**config.mk**
```make
export PLATFORM = sky130hd
export DESIGN_NAME = dual_pair_issue
export DESIGN_NICKNAME = d
export VERILOG_FILES = /design/src/rtl/pair_pkg.sv /design/src/rtl/pair_scoreboard.sv /design/src/rtl/pair_sb_lookup.sv /design/src/rtl/pair_select.sv /design/src/rtl/dual_pair_issue.sv
export SDC_FILE = /design/constraint.sdc
export NUM_CORES = 1
export LEC_CHECK = 0
export BUFFER_PORTS_ARGS = -buffer_cell sky130_fd_sc_hd__buf_2
export CORE_MARGIN = 2
export CORE_UTILIZATION = 25
export CTS_CLUSTER_SIZE = 10
export DETAILED_ROUTE_END_ITERATION = 6
export SYNTH_ARGS = -nofsm -noshare
export SYNTH_HDL_FRONTEND = slang
export SYNTH_HIERARCHICAL = 1
export SYNTH_SLANG_ARGS = --single-unit
```
**constraint.sdc**
```tcl
create_clock -name clk -period 5.7 [get_ports clk]
set_input_delay 0.855 -clock clk [delete_from_list [all_inputs] [get_ports clk]]
set_output_delay 0.855 -clock clk [all_outputs]
set_load 0.05 [all_outputs]
```
**src/rtl/pair_pkg.sv**
```systemverilog
// Shared definitions for the two-slot issue pairing check.
// Assumes: a two-bit class field decoded upstream.
package pair_pkg;
    localparam int unsigned CLS_W = 2;

    typedef enum logic [CLS_W-1:0] {
        CLS_EMPTY = 2'd0,
        CLS_INT   = 2'd1,
        CLS_MEM   = 2'd2,
        CLS_FP    = 2'd3
    } slot_cls_e;
endpackage

```
**src/rtl/pair_scoreboard.sv**
```systemverilog
// Pending-write scoreboard: one busy bit per architectural register.
// Assumes: at most two sets (one per slot) and one clear per cycle; a set
// takes priority over a clear of the same register.
module pair_scoreboard #(
    parameter int unsigned NREGS = 64,
    localparam int unsigned REG_W = $clog2(NREGS)
) (
    input  logic             clk,
    input  logic             rst_n,
    input  logic             set_a_en,
    input  logic [REG_W-1:0] set_a_idx,
    input  logic             set_b_en,
    input  logic [REG_W-1:0] set_b_idx,
    input  logic             clr_en,
    input  logic [REG_W-1:0] clr_idx,
    output logic [NREGS-1:0] busy
);
    logic [NREGS-1:0] busy_nxt;

    // Next-state of the busy vector: clear first, then the issue sets.
    always_comb begin
        busy_nxt = busy;
        if (clr_en)   busy_nxt[clr_idx]   = 1'b0;
        if (set_a_en) busy_nxt[set_a_idx] = 1'b1;
        if (set_b_en) busy_nxt[set_b_idx] = 1'b1;
    end

    // Register the busy vector; reset leaves every register free.
    always_ff @(posedge clk) begin
        if (!rst_n) busy <= '0;
        else        busy <= busy_nxt;
    end
endmodule

```
**src/rtl/pair_sb_lookup.sv**
```systemverilog
// Looks up the three specifiers of one slot in the scoreboard.
// Assumes: specifiers whose enable is low are ignored.
module pair_sb_lookup #(
    parameter int unsigned NREGS = 64,
    localparam int unsigned REG_W = $clog2(NREGS)
) (
    input  logic [NREGS-1:0] busy,
    input  logic             s0_en,
    input  logic [REG_W-1:0] s0,
    input  logic             s1_en,
    input  logic [REG_W-1:0] s1,
    input  logic             d_en,
    input  logic [REG_W-1:0] d,
    output logic             hit
);
    // Any enabled specifier naming a busy register raises a hit.
    always_comb begin
        hit = (s0_en && busy[s0]) || (s1_en && busy[s1]) || (d_en && busy[d]);
    end
endmodule

```
**src/rtl/pair_select.sv**
```systemverilog
// Combinational issue decision for the two fixed slots.
// Assumes: the packet is held stable by fetch while hold is high, and
// left_done says the left slot already issued for this packet.
module pair_select #(
    parameter int unsigned NREGS = 64,
    localparam int unsigned REG_W = $clog2(NREGS)
) (
    input  logic                pkt_valid,
    input  pair_pkg::slot_cls_e l_cls,
    input  pair_pkg::slot_cls_e r_cls,
    input  logic                l_sb_hit,
    input  logic                r_sb_hit,
    input  logic                left_done,
    input  logic                l_wr,
    input  logic [REG_W-1:0]    l_dst,
    input  logic                r_s0_en,
    input  logic [REG_W-1:0]    r_s0,
    input  logic                r_s1_en,
    input  logic [REG_W-1:0]    r_s1,
    input  logic                r_wr,
    input  logic [REG_W-1:0]    r_dst,
    output logic                go_l,
    output logic                go_r,
    output logic                hold
);
    import pair_pkg::*;

    logic l_present, r_present, l_settled, r_settled;
    logic r_dep_on_l, r_pair_block;

    // Left slot: present, not yet gone, and clear of the scoreboard.
    always_comb begin
        l_present = (l_cls != CLS_EMPTY);
        go_l      = pkt_valid && l_present && !left_done && !l_sb_hit;
        l_settled = !l_present || left_done || go_l;
    end

    // Right slot: in order behind left, paired only as an independent FP op.
    always_comb begin
        r_present    = (r_cls != CLS_EMPTY);
        r_dep_on_l   = l_wr && ((r_s0_en && (r_s0 == l_dst)) ||
                                (r_s1_en && (r_s1 == l_dst)) ||
                                (r_wr    && (r_dst == l_dst)));
        r_pair_block = go_l && ((r_cls != CLS_FP) || r_dep_on_l);
        go_r         = pkt_valid && r_present && l_settled &&
                       !r_sb_hit && !r_pair_block;
        r_settled    = !r_present || go_r;
    end

    // Hold the packet while any present slot is still waiting.
    always_comb begin
        hold = pkt_valid && !(l_settled && r_settled);
    end
endmodule

```
**src/rtl/dual_pair_issue.sv**
```systemverilog
// Top of the two-slot issue pairing check: scoreboard, per-slot lookups,
// the select logic and the left-done flag that tracks a partly issued packet.
// Assumes: fetch keeps the packet stable while hold is high.
module dual_pair_issue #(
    parameter int unsigned NREGS = 64,
    localparam int unsigned REG_W = $clog2(NREGS),
    localparam int unsigned NSLOT = 2
) (
    input  logic             clk,
    input  logic             rst_n,
    input  logic             pkt_valid,
    input  logic [1:0]       int_cls,
    input  logic [REG_W-1:0] int_dst,
    input  logic             int_dst_en,
    input  logic [REG_W-1:0] int_src0,
    input  logic             int_src0_en,
    input  logic [REG_W-1:0] int_src1,
    input  logic             int_src1_en,
    input  logic [1:0]       fp_cls,
    input  logic [REG_W-1:0] fp_dst,
    input  logic             fp_dst_en,
    input  logic [REG_W-1:0] fp_src0,
    input  logic             fp_src0_en,
    input  logic [REG_W-1:0] fp_src1,
    input  logic             fp_src1_en,
    input  logic             wb_valid,
    input  logic [REG_W-1:0] wb_reg,
    output logic             int_go,
    output logic             fp_go,
    output logic             hold
);
    import pair_pkg::*;

    logic [NREGS-1:0]            sb_busy;
    logic                        left_done;
    logic [NSLOT-1:0]            sb_hit;
    logic [NSLOT-1:0]            s0_en_v, s1_en_v, d_en_v;
    logic [NSLOT-1:0][REG_W-1:0] s0_v, s1_v, d_v;

    // Gather slot specifiers into arrays indexed 0 = left, 1 = right.
    always_comb begin
        s0_en_v = {fp_src0_en, int_src0_en};
        s1_en_v = {fp_src1_en, int_src1_en};
        d_en_v  = {fp_dst_en,  int_dst_en};
        s0_v    = {fp_src0, int_src0};
        s1_v    = {fp_src1, int_src1};
        d_v     = {fp_dst,  int_dst};
    end

    pair_scoreboard #(.NREGS(NREGS)) u_sb (
        .clk       (clk),
        .rst_n     (rst_n),
        .set_a_en  (int_go && int_dst_en),
        .set_a_idx (int_dst),
        .set_b_en  (fp_go && fp_dst_en),
        .set_b_idx (fp_dst),
        .clr_en    (wb_valid),
        .clr_idx   (wb_reg),
        .busy      (sb_busy)
    );

    for (genvar g = 0; g < NSLOT; g++) begin : g_lookup
        pair_sb_lookup #(.NREGS(NREGS)) u_lk (
            .busy  (sb_busy),
            .s0_en (s0_en_v[g]),
            .s0    (s0_v[g]),
            .s1_en (s1_en_v[g]),
            .s1    (s1_v[g]),
            .d_en  (d_en_v[g]),
            .d     (d_v[g]),
            .hit   (sb_hit[g])
        );
    end

    pair_select #(.NREGS(NREGS)) u_sel (
        .pkt_valid (pkt_valid),
        .l_cls     (slot_cls_e'(int_cls)),
        .r_cls     (slot_cls_e'(fp_cls)),
        .l_sb_hit  (sb_hit[0]),
        .r_sb_hit  (sb_hit[1]),
        .left_done (left_done),
        .l_wr      (int_dst_en),
        .l_dst     (int_dst),
        .r_s0_en   (fp_src0_en),
        .r_s0      (fp_src0),
        .r_s1_en   (fp_src1_en),
        .r_s1      (fp_src1),
        .r_wr      (fp_dst_en),
        .r_dst     (fp_dst),
        .go_l      (int_go),
        .go_r      (fp_go),
        .hold      (hold)
    );

    // Remember a left issue while the packet is held; a new packet clears it.
    always_ff @(posedge clk) begin
        if (!rst_n)      left_done <= 1'b0;
        else if (!hold)  left_done <= 1'b0;
        else if (int_go) left_done <= 1'b1;
    end
endmodule

```
# After elaboration in Yosys (flattened, before gate mapping)

Index checks and enable logic that the tools add are counted.

Logic and storage cells: 86
Register bits: 65
Memories kept: 0
Latch bits: 0
Memory bits (writable): 0
Memory bits (read-only): 0
Output and inout bits: 3

Bitwise operators: 4
Multiplexer cells: 21
Shifts and indexed selects: 0
Order comparisons: 10
Reductions and logical operators: 45
Eq/ne operators: 4
Divide/modulo/power cells: 0
Multiply operators: 0
$add $sub $neg: 0

Operator list:

| operator                                                                             | count |
|---|---|
| 64-bit two-way mux                                                                   | 3 |
| 64-bit bitwise OR                                                                    | 2 |
| 64-bit AND                                                                           | 1 |
| 64-bit inverter                                                                      | 1 |
| 6-bit by 7-bit < comparator with 1-bit output (second input constant)                | 7 |
| 1-bit binary-select mux with 6-bit select                                            | 6 |
| 1-bit logical AND                                                                    | 25 |
| 1-bit demux with 6-bit select                                                        | 3 |
| 6-bit == test                                                                        | 3 |
| 6-bit by 1-bit greater-or-equal comparator with 1-bit output (second input constant) | 3 |
| 1-bit logical OR                                                                     | 10 |
| 1-bit two-way mux                                                                    | 9 |
| 1-bit zero test                                                                      | 7 |
| 2-bit nonzero test                                                                   | 2 |
| 2-bit != test (second input constant)                                                | 1 |
| 2-bit AND reduction                                                                  | 1 |

# Longest topological paths before layout

Gate-level depths: netlist (run 1).

Depth in word-level cells: 16
Mapped depth: 17

# Modules after synthesis

Netlist (run 1), hierarchy kept.

By module, submodules not included:

| module          | cells an instance | area each (um^2) | seq. area each (um^2) | times used |
|---|---|---|---|---|
| pair_sb_lookup  | 144               | 1750.4           | 0.0                   | 2 |
| pair_scoreboard | 357               | 3415.8           | 1281.2                | 1 |
| pair_select     | 39                | 291.5            | 0.0                   | 1 |
| dual_pair_issue | 4                 | 42.5             | 20.0                  | 1 |

# Worst setup path before layout (run 1)

Ideal clock, no wire load.

Path type: input to register
Start: input int_src1[1]
End: register u_sb.busy[2]
Data required time: 5630 ps
Library setup time: 70 ps
Stages on the path: 17
Path slack: 852 ps
Data arrival time: 4778 ps
Cell sequence: buf_4 -> buf_4 -> mux4_2 -> mux2i_1 -> a21oi_1 -> o311a_1 -> o21ai_1 -> nand4_1 -> inv_1 -> o21bai_1 -> or4_1 -> a21oi_1 -> and2_1 -> nor4bb_1 -> buf_2 -> a22oi_1 -> a21boi_1

Longest elaborated chain between the ends: 13
Elaborated cells on any way between the ends: 18
Classes of those cells: mux (4); bitwise (1); reduce/logical (13)

RTL lines:

| element                                     | RTL line              | source |
|---|---|---|
| start: declaration                          | dual_pair_issue.sv:17 | `input logic [REG_W-1:0] int_src1,` |
| 1-bit binary-select mux with 6-bit select * | pair_sb_lookup.sv:18  | `hit = (s0_en && busy[s0]) \|\| (s1_en && busy[s1]) \|\| (d_en && busy[d]);` |
| 1-bit two-way mux (not written as such) *   | pair_sb_lookup.sv:18  |  |
| 1-bit logical AND *                         | pair_sb_lookup.sv:18  |  |
| 1-bit logical OR * (2 in series)            | pair_sb_lookup.sv:18  |  |
| via sb_hit[0]                               | dual_pair_issue.sv:36 | `logic [NSLOT-1:0] sb_hit;` |
| 1-bit zero test *                           | pair_select.sv:34     | `go_l = pkt_valid && l_present && !left_done && !l_sb_hit;` |
| 1-bit logical AND *                         | pair_select.sv:34     |  |
| 1-bit logical OR                            | pair_select.sv:35     | `l_settled = !l_present \|\| left_done \|\| go_l;` |
| 1-bit logical AND (2 in series)             | pair_select.sv:45     | `go_r = pkt_valid && r_present && l_settled &&` |
| 1-bit logical AND *                         | pair_select.sv:46     | `!r_sb_hit && !r_pair_block;` |
| via fp_go                                   | dual_pair_issue.sv:29 | `output logic fp_go,` |
| 1-bit logical AND *                         | dual_pair_issue.sv:55 | `.set_b_en (fp_go && fp_dst_en),` |
| 64-bit two-way mux *                        | pair_scoreboard.sv:25 | `if (set_b_en) busy_nxt[set_b_idx] = 1'b1;` |
| end signal: assignment                      | pair_scoreboard.sv:31 | `else busy <= busy_nxt;` |
| end: declaration                            | pair_scoreboard.sv:16 | `output logic [NREGS-1:0] busy` |

Mark *: on every way through the listed nets, which the timed path passes. The rest lies on a longest branch. The select of a mux whose other input is x is not followed.
A chain may end at the register's enable or synchronous reset.

# Final worst setup path (run 1)

Start: input int_dst[0]
End: output fp_go

Longest elaborated chain between the ends: 10
Elaborated cells on any way between the ends: 22
Classes of those cells: eq/ne (3); mux (2); reduce/logical (17)

RTL lines:

| element                                     | RTL line              | source |
|---|---|---|
| start: declaration                          | dual_pair_issue.sv:13 | `input logic [REG_W-1:0] int_dst,` |
| 1-bit binary-select mux with 6-bit select * | pair_sb_lookup.sv:18  |  |
| 1-bit two-way mux (not written as such) *   | pair_sb_lookup.sv:18  |  |
| 1-bit logical AND *                         | pair_sb_lookup.sv:18  |  |
| 1-bit logical OR *                          | pair_sb_lookup.sv:18  |  |
| via sb_hit[0]                               | dual_pair_issue.sv:36 |  |
| 1-bit zero test *                           | pair_select.sv:34     |  |
| 1-bit logical AND *                         | pair_select.sv:34     |  |
| 1-bit logical OR                            | pair_select.sv:35     |  |
| 1-bit logical AND (2 in series)             | pair_select.sv:45     |  |
| 1-bit logical AND *                         | pair_select.sv:46     |  |
| end: declaration                            | dual_pair_issue.sv:29 |  |

Marks and branches as above.

==> results of run 1 <==
## cells by family (layout without fill, tap and decap cells)
group | count (synthesis) | after routing | share of synthesized area
AOI/OAI and AO/OA | 248 | 248 | 0.232
xor gates and xnor gates | 18 | 18 | 0.0217
buffers and inverters | 84 | 90 | 0.0702
DFF | 65 | 65 | 0.179
muxes | 130 | 130 | 0.347
and+or+nand+nor | 143 | 143 | 0.149
## cell usage after synthesis (5+ instances only)
library cell / instances / area (um^2)
sky130_fd_sc_hd__a21boi_1: 64 / 480
sky130_fd_sc_hd__a21oi_1: 10 / 50.1
sky130_fd_sc_hd__a22oi_1: 72 / 541
sky130_fd_sc_hd__and3b_1: 6 / 52.6
sky130_fd_sc_hd__and4b_1: 6 / 60.1
sky130_fd_sc_hd__buf_2: 40 / 200
sky130_fd_sc_hd__buf_4: 11 / 82.6
sky130_fd_sc_hd__clkbuf_1: 10 / 37.5
sky130_fd_sc_hd__dfxtp_1: 65 / 1300
sky130_fd_sc_hd__inv_1: 12 / 45.0
sky130_fd_sc_hd__mux2i_1: 34 / 340
sky130_fd_sc_hd__mux4_1: 16 / 420
sky130_fd_sc_hd__mux4_2: 76 / 1710
sky130_fd_sc_hd__nand2_1: 14 / 52.6
sky130_fd_sc_hd__nand2b_1: 8 / 50.1
sky130_fd_sc_hd__nand3_1: 10 / 50.1
sky130_fd_sc_hd__nand3b_1: 9 / 67.6
sky130_fd_sc_hd__nand4_1: 5 / 31.3
sky130_fd_sc_hd__nand4b_1: 6 / 52.6
sky130_fd_sc_hd__nor2_1: 17 / 63.8
sky130_fd_sc_hd__nor2b_1: 6 / 37.5
sky130_fd_sc_hd__nor3b_1: 7 / 52.6
sky130_fd_sc_hd__nor3b_4: 5 / 93.8
sky130_fd_sc_hd__o21ai_0: 32 / 160
sky130_fd_sc_hd__o21ai_1: 31 / 155
sky130_fd_sc_hd__o22ai_1: 10 / 62.6
sky130_fd_sc_hd__o31ai_1: 8 / 60.1
sky130_fd_sc_hd__xnor2_1: 9 / 78.8
sky130_fd_sc_hd__xor2_1: 9 / 78.8
## stage by stage
stage	cells	setup slack [ns]	power [mW]	hold WS (ns)	util
finish	1078	0.605	1.30	0.500	0.276
global route	1078	0.332	1.33	0.545	0.276
CTS	1078	0.643	1.29	0.501	0.276
detailed placement	1062	0.498	0.727	0.489	0.265
global placement	1062	0.667	0.725	0.477	0.265
floorplan	688	0.852	0.653	0.467	-
## critical path, delay by kind of cell
family,cells,cell delay [ns]
simple gates,4,0.94
buf+inv,3,0.93
mux,1,0.65
compound gates,4,0.84
## where the power goes
| group | switching [mW] | total [mW] | internal (mW) |
|---|---|---|---|
| Combinational | 0.164 | 0.261 | 0.0968 |
| Sequential | 0.00501 | 0.462 | 0.457 |
| Clock | 0.201 | 0.574 | 0.374 |
| Total | 0.369 | 1.30 | 0.927 |
## area by class of cell
type,count,area [um^2],share of cell area
clock buffers,14,274,0.0347
well taps,384,480,0.0608
flip-flops and latches,65,1300,0.165
repair buffers,62,320,0.0406
inverters,12,45.0,0.00570
clock inverters,2,35.0,0.00444
multi-input cells,539,5440,0.689
## worst paths after layout
kind / endpoint / slack (ns) / from / cells past startpoint
min reg2reg: left_done$_SDFFE_PN0P_ / 0.50 / left_done$_SDFFE_PN0P_ / 1
max: fp_go / 0.60 / int_dst[0] / 12
min: left_done$_SDFFE_PN0P_ / 0.50 / left_done$_SDFFE_PN0P_ / 1
max reg2reg: u_sb/busy[0]$_SDFF_PN0_ / 1.44 / u_sb/busy[38]$_SDFF_PN0_ / 13
## flip-flops by register name, summed over array words and instances (netlist names)
signal / count
left_done: 1
u_sb/busy: 64
## routing by layer
| layer | vias to the layer above | part of all wire |
|---|---|---|
| li1 | 2833 | - |
| met1 | 3387 | 0.42 |
| met2 | 492 | 0.42 |
| met3 | 65 | 0.13 |
| met4 | 0 | 0.030 |
| met5 | - | 0 |
==> metrics.md, run 1 <==
| Metric | Value |
|---|---|
| Outcome | `finished, violations left` |
| Violations in the final reports | `DRC` |
| Max stage delay on crit path | `0.65 ns` |
| Largest net degree at the start of global routing | `66` |
| Number of hold-slack violations in the final timing report | `0` |
| Placed Instance Area | `7590 um^2` |
| Number of nets still failing antenna checks after routing | `0` |
| Critical path type | `in -> out` |
| Later-pin clock latency in the skew report | `0.33 ns` |
| Final RePlAce weighted congestion | `0.938` |
| Count of buffers inserted at the top-level ports | `58` |
| Post-synthesis to final-layout area growth | `8.90%` |
| Count of synthesis-stage warnings from yosys | `6` |
| Sort of element at the start of the critical path | `input pin` |
| Via count | `6777` |
| Depth of the CTS H-tree | `3` |
| Quantity of gates resized following cts | `0` |
| Finished layout cell area | `7900 um^2` |
| Nature of the critical path endpoint | `output pin` |
| Combined area of all synthesized cells | `7250 um^2` |
| Count of different cell masters after synthesis | `63` |
| WL/cell | `25.3 um` |
| Clock transition at the registers of the reported paths | `0.06 ns` |
| Half-perimeter wire length after detailed placement | `19600 um` |
| Core area | `28600 um^2` |
| Clock Sinks | `65` |
| Max Clk Rate | `196 MHz` |
| CTS tree | `yes` |
| Average footprint of a synthesized cell | `10.5 um^2` |
| Die extent in y | `174 um` |
| Count of fill cells added during filler insertion | `2970` |
| Leakage dissipation | `2.64 nW` |
| Unrepaired setup endpoints after global routing | `no` |
| Cells after synthesis | `688` |
| GRT Residual Overflow | `0` |
| Standard-cell rows | `62` |
| Initial cell density of the core | `0.253` |
| Met3 Resource Use GR | `0.0483` |
| Post-CTS Setup Bufs | `0` |
| Number of antenna cells inserted | `0` |
| Cts-stage hold buffer count | `0` |
| Power density over cell area | `164 nW/um^2` |
| CP max FO | `25` |
| Transition at the pin with the smallest max-transition slack | `1.02 ns` |
| Initial antenna violation count | `1` |
| Critical-path top delay cell | `sky130_fd_sc_hd__mux4_1` |
| Number of design-rule violations left by the first detailed-router iteration | `1029` |
| Horizontal die dimension | `174 um` |
| Sequential area share after synthesis | `0.179` |
| Worst ir drop on vdd | `0.000131 V` |
| Syn nets | `744` |
| Min Clock Period, post-route | `5.10 ns` |
| Vias in the first global route | `6336` |
| Maximum buffer depth of the clock tree | `2` |
| Leading cell type in the layout, fill and taps excluded | `sky130_fd_sc_hd__mux4_2` |
| Most instantiated flip-flop cell in the synthesis netlist | `sky130_fd_sc_hd__dfxtp_1` |
| Final setup vio count | `0` |
| Period utilization | `0.894` |
| Number of DRC violations after detailed routing | `5` |
| Iteration count of the initial detailed-routing pass | `7` |
| CP Cell Sequence | `buf_2 > mux4_1 > o211ai_1 > nand2b_1 > nand3_1 > o311ai_0 > nand4_1 > inv_1 > o21bai_1 > or4_1 > a21oi_1 > buf_2` |
| Total die area | `30400 um^2` |
| Post-Route Setup TNS | `0 ns` |
| Share of final-layout standard cells stronger than drive strength 1 | `0.251` |
| Arrival time worst endpoint | `4.24 ns` |
| GRT Resource Usage Total | `0.177` |
| Max-cap viol count | `0` |
| Final worst clock skew | `0.00520 ns` |
| Cell with the most instances on the worst path | `sky130_fd_sc_hd__buf_2` |
| Final-stage net count | `745` |
| Class of the worst hold path | `reg -> reg` |
| Worst max-slew margin expressed relative to the limit | `0.320` |
| TritonCTS Buffers | `9` |
| Met1 Use GR | `0.247` |
| Global Route met2 Usage | `0.257` |
| Leading cell types in the layout, fill and taps excluded | `76 x sky130_fd_sc_hd__mux4_2, 72 x sky130_fd_sc_hd__a22oi_1, 65 x sky130_fd_sc_hd__dfxtp_1, 64 x sky130_fd_sc_hd__a21boi_1, 58 x sky130_fd_sc_hd__buf_2` |
| Wire length of the first global-routing pass | `40800 um` |
| Count of pins on the block boundary | `59` |
| Busiest grt layer | `met2` |
| Share of synthesized flip-flops with an asynchronous set or reset | `0` |
| Overall routed net length | `27300 um` |
| Number of synthesized register bits | `65` |
| EDFF count, synth | `0` |
| Final slew viol count | `0` |
| Root buffer cell | `sky130_fd_sc_hd__clkbuf_16` |
| Data required time at the worst endpoint | `4.85 ns` |
| Vias per Instance | `6.29` |
No activity file was read; power rests on OpenSTA's default activity.
==> run 2, diff against run 1 <==
--- a/config.mk
+++ b/config.mk
@@ -8,8 +8,11 @@
 export BUFFER_PORTS_ARGS = -buffer_cell sky130_fd_sc_hd__buf_2
 export CORE_MARGIN = 2
 export CORE_UTILIZATION = 25
+export CTS_BUF_LIST = sky130_fd_sc_hd__clkbuf_4 sky130_fd_sc_hd__clkbuf_8
+export CTS_CLUSTER_DIAMETER = 100
 export CTS_CLUSTER_SIZE = 10
 export DETAILED_ROUTE_END_ITERATION = 6
+export SETUP_SLACK_MARGIN = 0.05
 export SYNTH_ARGS = -nofsm -noshare
 export SYNTH_HDL_FRONTEND = slang
 export SYNTH_HIERARCHICAL = 1
==> metrics.md, run 2 (same netlist as run 1, synthesis figures left out) <==
| Metric | Value |
|---|---|
| Outcome | `complete, no violations` |
| Period utilization | `0.890 (-0.00349)` |
| Class of the worst hold path | `reg -> reg` |
| Worst reg-to-reg path cell count | `14 (+1)` |
| Horizontal die dimension | `174 um (unchanged)` |
| Post-CTS Setup Bufs | `0 (unchanged)` |
| Depth of the CTS H-tree | `3 (unchanged)` |
| Register bank with the most flops | `u_sb/busy` |
| Initial antenna violation count | `1 (unchanged)` |
| Root buffer cell | `sky130_fd_sc_hd__clkbuf_8` |
| Leading cell types in the layout, fill and taps excluded | `76 x sky130_fd_sc_hd__mux4_2, 72 x sky130_fd_sc_hd__a22oi_1, 65 x sky130_fd_sc_hd__dfxtp_1, 64 x sky130_fd_sc_hd__a21boi_1, 58 x sky130_fd_sc_hd__buf_2` |
| Leading cell type in the layout, fill and taps excluded | `sky130_fd_sc_hd__mux4_2` |
| Half-perimeter wire length after detailed placement | `19600 um (unchanged)` |
| Leakage dissipation | `2.60 nW (-1.5%)` |
| CP max FO | `25 (unchanged)` |
| Flip-flop count of the largest register after layout | `64 (unchanged)` |
| Core area | `28600 um^2 (unchanged)` |
| WL/cell | `25.2 um (-0.29%)` |
| Standard-cell rows | `62 (unchanged)` |
| Final setup vio count | `0 (unchanged)` |
| Hold Slack | `0.503 ns (+0.00294 ns)` |
| Finished layout cell area | `7800 um^2 (-1.2%)` |
| Sum of internal, switching and leakage power | `1.15 mW (-11%)` |
| Post-synthesis to final-layout area growth | `7.61%` |
| Unrepaired setup endpoints after global routing | `no` |
| Post-Place Worst Slack | `0.498 ns (unchanged)` |
| Count of pins on the block boundary | `59 (unchanged)` |
| Worst max-slew margin expressed relative to the limit | `0.323 (+0.00276)` |
| Number of nets still failing antenna checks after routing | `0 (unchanged)` |
| Placed Instance Area | `7590 um^2 (unchanged)` |
| Wire length of the first global-routing pass | `40800 um (unchanged)` |
| Number of DRC violations after detailed routing | `0 (-5)` |
| TritonCTS Buffers | `9 (unchanged)` |
| Number of antenna cells inserted | `0 (unchanged)` |
| Cts-stage hold buffer count | `0 (unchanged)` |
| Max Clk Rate | `197 MHz (+0.39%)` |
| Cell total after placement | `1062 (unchanged)` |
| Post-Route Setup TNS | `0 ns (unchanged)` |
| Largest net degree at the start of global routing | `66 (unchanged)` |
| Data required time at the worst endpoint | `4.85 ns (about the same)` |
| Arrival time worst endpoint | `4.22 ns (-0.02 ns)` |
| Final-stage net count | `745 (unchanged)` |
| Cell Count, Final, Fillers Out | `1078 (unchanged)` |
| GRT Resource Usage Total | `0.177 (+0.000793)` |
| Nature of the critical path endpoint | `output pin` |
| Utilization of the core after routing | `0.273 (-0.00328)` |
| Min Clock Period, post-route | `5.08 ns (-0.0199 ns)` |
| Worst ir drop on vdd | `0.0000833 V (-36%)` |
| Number of hold-slack violations in the final timing report | `0 (unchanged)` |
| Critical path type | `in -> out` |
| Maximum buffer depth of the clock tree | `2 (unchanged)` |
| Iteration count of the initial detailed-routing pass | `5 (-2)` |
| GRT Residual Overflow | `0 (unchanged)` |
| Overall routed net length | `27200 um (-0.29%)` |
| Number of design-rule violations left by the first detailed-router iteration | `1050 (+2.0%)` |
| Clock transition at the registers of the reported paths | `0.07 ns (about the same)` |
| Quantity of gates resized following cts | `0 (unchanged)` |
| Final slew viol count | `0 (unchanged)` |
| Later-pin clock latency in the skew report | `0.36 ns (+0.03 ns)` |
| Cells on Worst Hold Path | `1 (unchanged)` |
| Initial cell density of the core | `0.253 (unchanged)` |
| Transition at the pin with the smallest max-transition slack | `1.02 ns (-0.00414 ns)` |
| CTS tree | `yes` |
| Sort of element at the start of the critical path | `input pin` |
| Via count | `6685 (-1.4%)` |
| Share of final-layout standard cells stronger than drive strength 1 | `0.254 (+0.00288)` |
| Die extent in y | `174 um (unchanged)` |
| Count of fill cells added during filler insertion | `2981 (+0.37%)` |
| Final RePlAce weighted congestion | `0.938 (unchanged)` |
| Total die area | `30400 um^2 (unchanged)` |
| Count of buffers inserted at the top-level ports | `58 (unchanged)` |
| Vias per Instance | `6.20 (-1.4%)` |
| Registers with the most flip-flops | `u_sb/busy x64, left_done x1` |
| Final worst clock skew | `0.0108 ns (+0.00562 ns)` |
| Vias in the first global route | `6320 (-0.25%)` |
| Max-cap viol count | `0 (unchanged)` |
| Clock Sinks | `65 (unchanged)` |
| Slack of the critical path | `0.625 ns (+0.0199 ns)` |
| Power density over cell area | `148 nW/um^2 (-10%)` |
## run 2: cell types whose count changed in the layout (fill, tap and decap cells not counted)
cell	previous run	this run
sky130_fd_sc_hd__clkbuf_16	9	0
sky130_fd_sc_hd__clkbuf_8	3	12
sky130_fd_sc_hd__clkbuf_1	2	0
sky130_fd_sc_hd__clkbuf_4	0	2
## run 2: cell type report
| cell class | instances | area [um^2] | area share |
|---|---|---|---|
| multi-input combinational | 539 | 5440 | 0.697 |
| timing repair buffer | 62 | 320 | 0.0411 |
| clock inverter | 2 | 35.0 | 0.00449 |
| tap | 384 | 480 | 0.0616 |
| inverter | 12 | 45.0 | 0.00577 |
| sequential | 65 | 1300 | 0.167 |
| clock buffer | 14 | 180 | 0.0231 |
## run 2: power breakdown
group          total (mW)  internal, mW  leakage, nW  switching, mW
sequential          0.461         0.456        0.524        0.00498
combinational       0.260        0.0967         1.96          0.164
clock               0.431         0.247        0.114          0.184
## run 2: worst paths after layout
path	from	to	slack, ns
hold reg to reg	left_done$_SDFFE_PN0P_	left_done$_SDFFE_PN0P_	0.50
setup reg to reg	u_sb/busy[53]$_SDFF_PN0_	u_sb/busy[8]$_SDFF_PN0_	1.46
hold / removal	left_done$_SDFFE_PN0P_	left_done$_SDFFE_PN0P_	0.50
setup / recovery	int_dst[0]	fp_go	0.62
## run 2: worst max-delay path, stage by stage
cell	delay, ns
sky130_fd_sc_hd__buf_2	0.49
sky130_fd_sc_hd__mux4_1	0.64
sky130_fd_sc_hd__o211ai_1	0.22
sky130_fd_sc_hd__nand2b_1	0.14
sky130_fd_sc_hd__nand3_1	0.07
sky130_fd_sc_hd__o311ai_0	0.34
sky130_fd_sc_hd__nand4_1	0.24
sky130_fd_sc_hd__inv_1	0.13
sky130_fd_sc_hd__o21bai_1	0.07
sky130_fd_sc_hd__or4_1	0.50
sky130_fd_sc_hd__a21oi_1	0.21
sky130_fd_sc_hd__buf_2	0.30
## run 2: layer usage
| metal | track usage | vias up | wire length, um |
|---|---|---|---|
| met2 | 0.254 | 481 | 11600 |
| met4 | 0.0686 | 0 | 825 |
| met5 | 0 | - | 0 |
| met3 | 0.0534 | 54 | 3560 |
| met1 | 0.249 | 3321 | 11200 |
| li1 | - | 2829 | - |
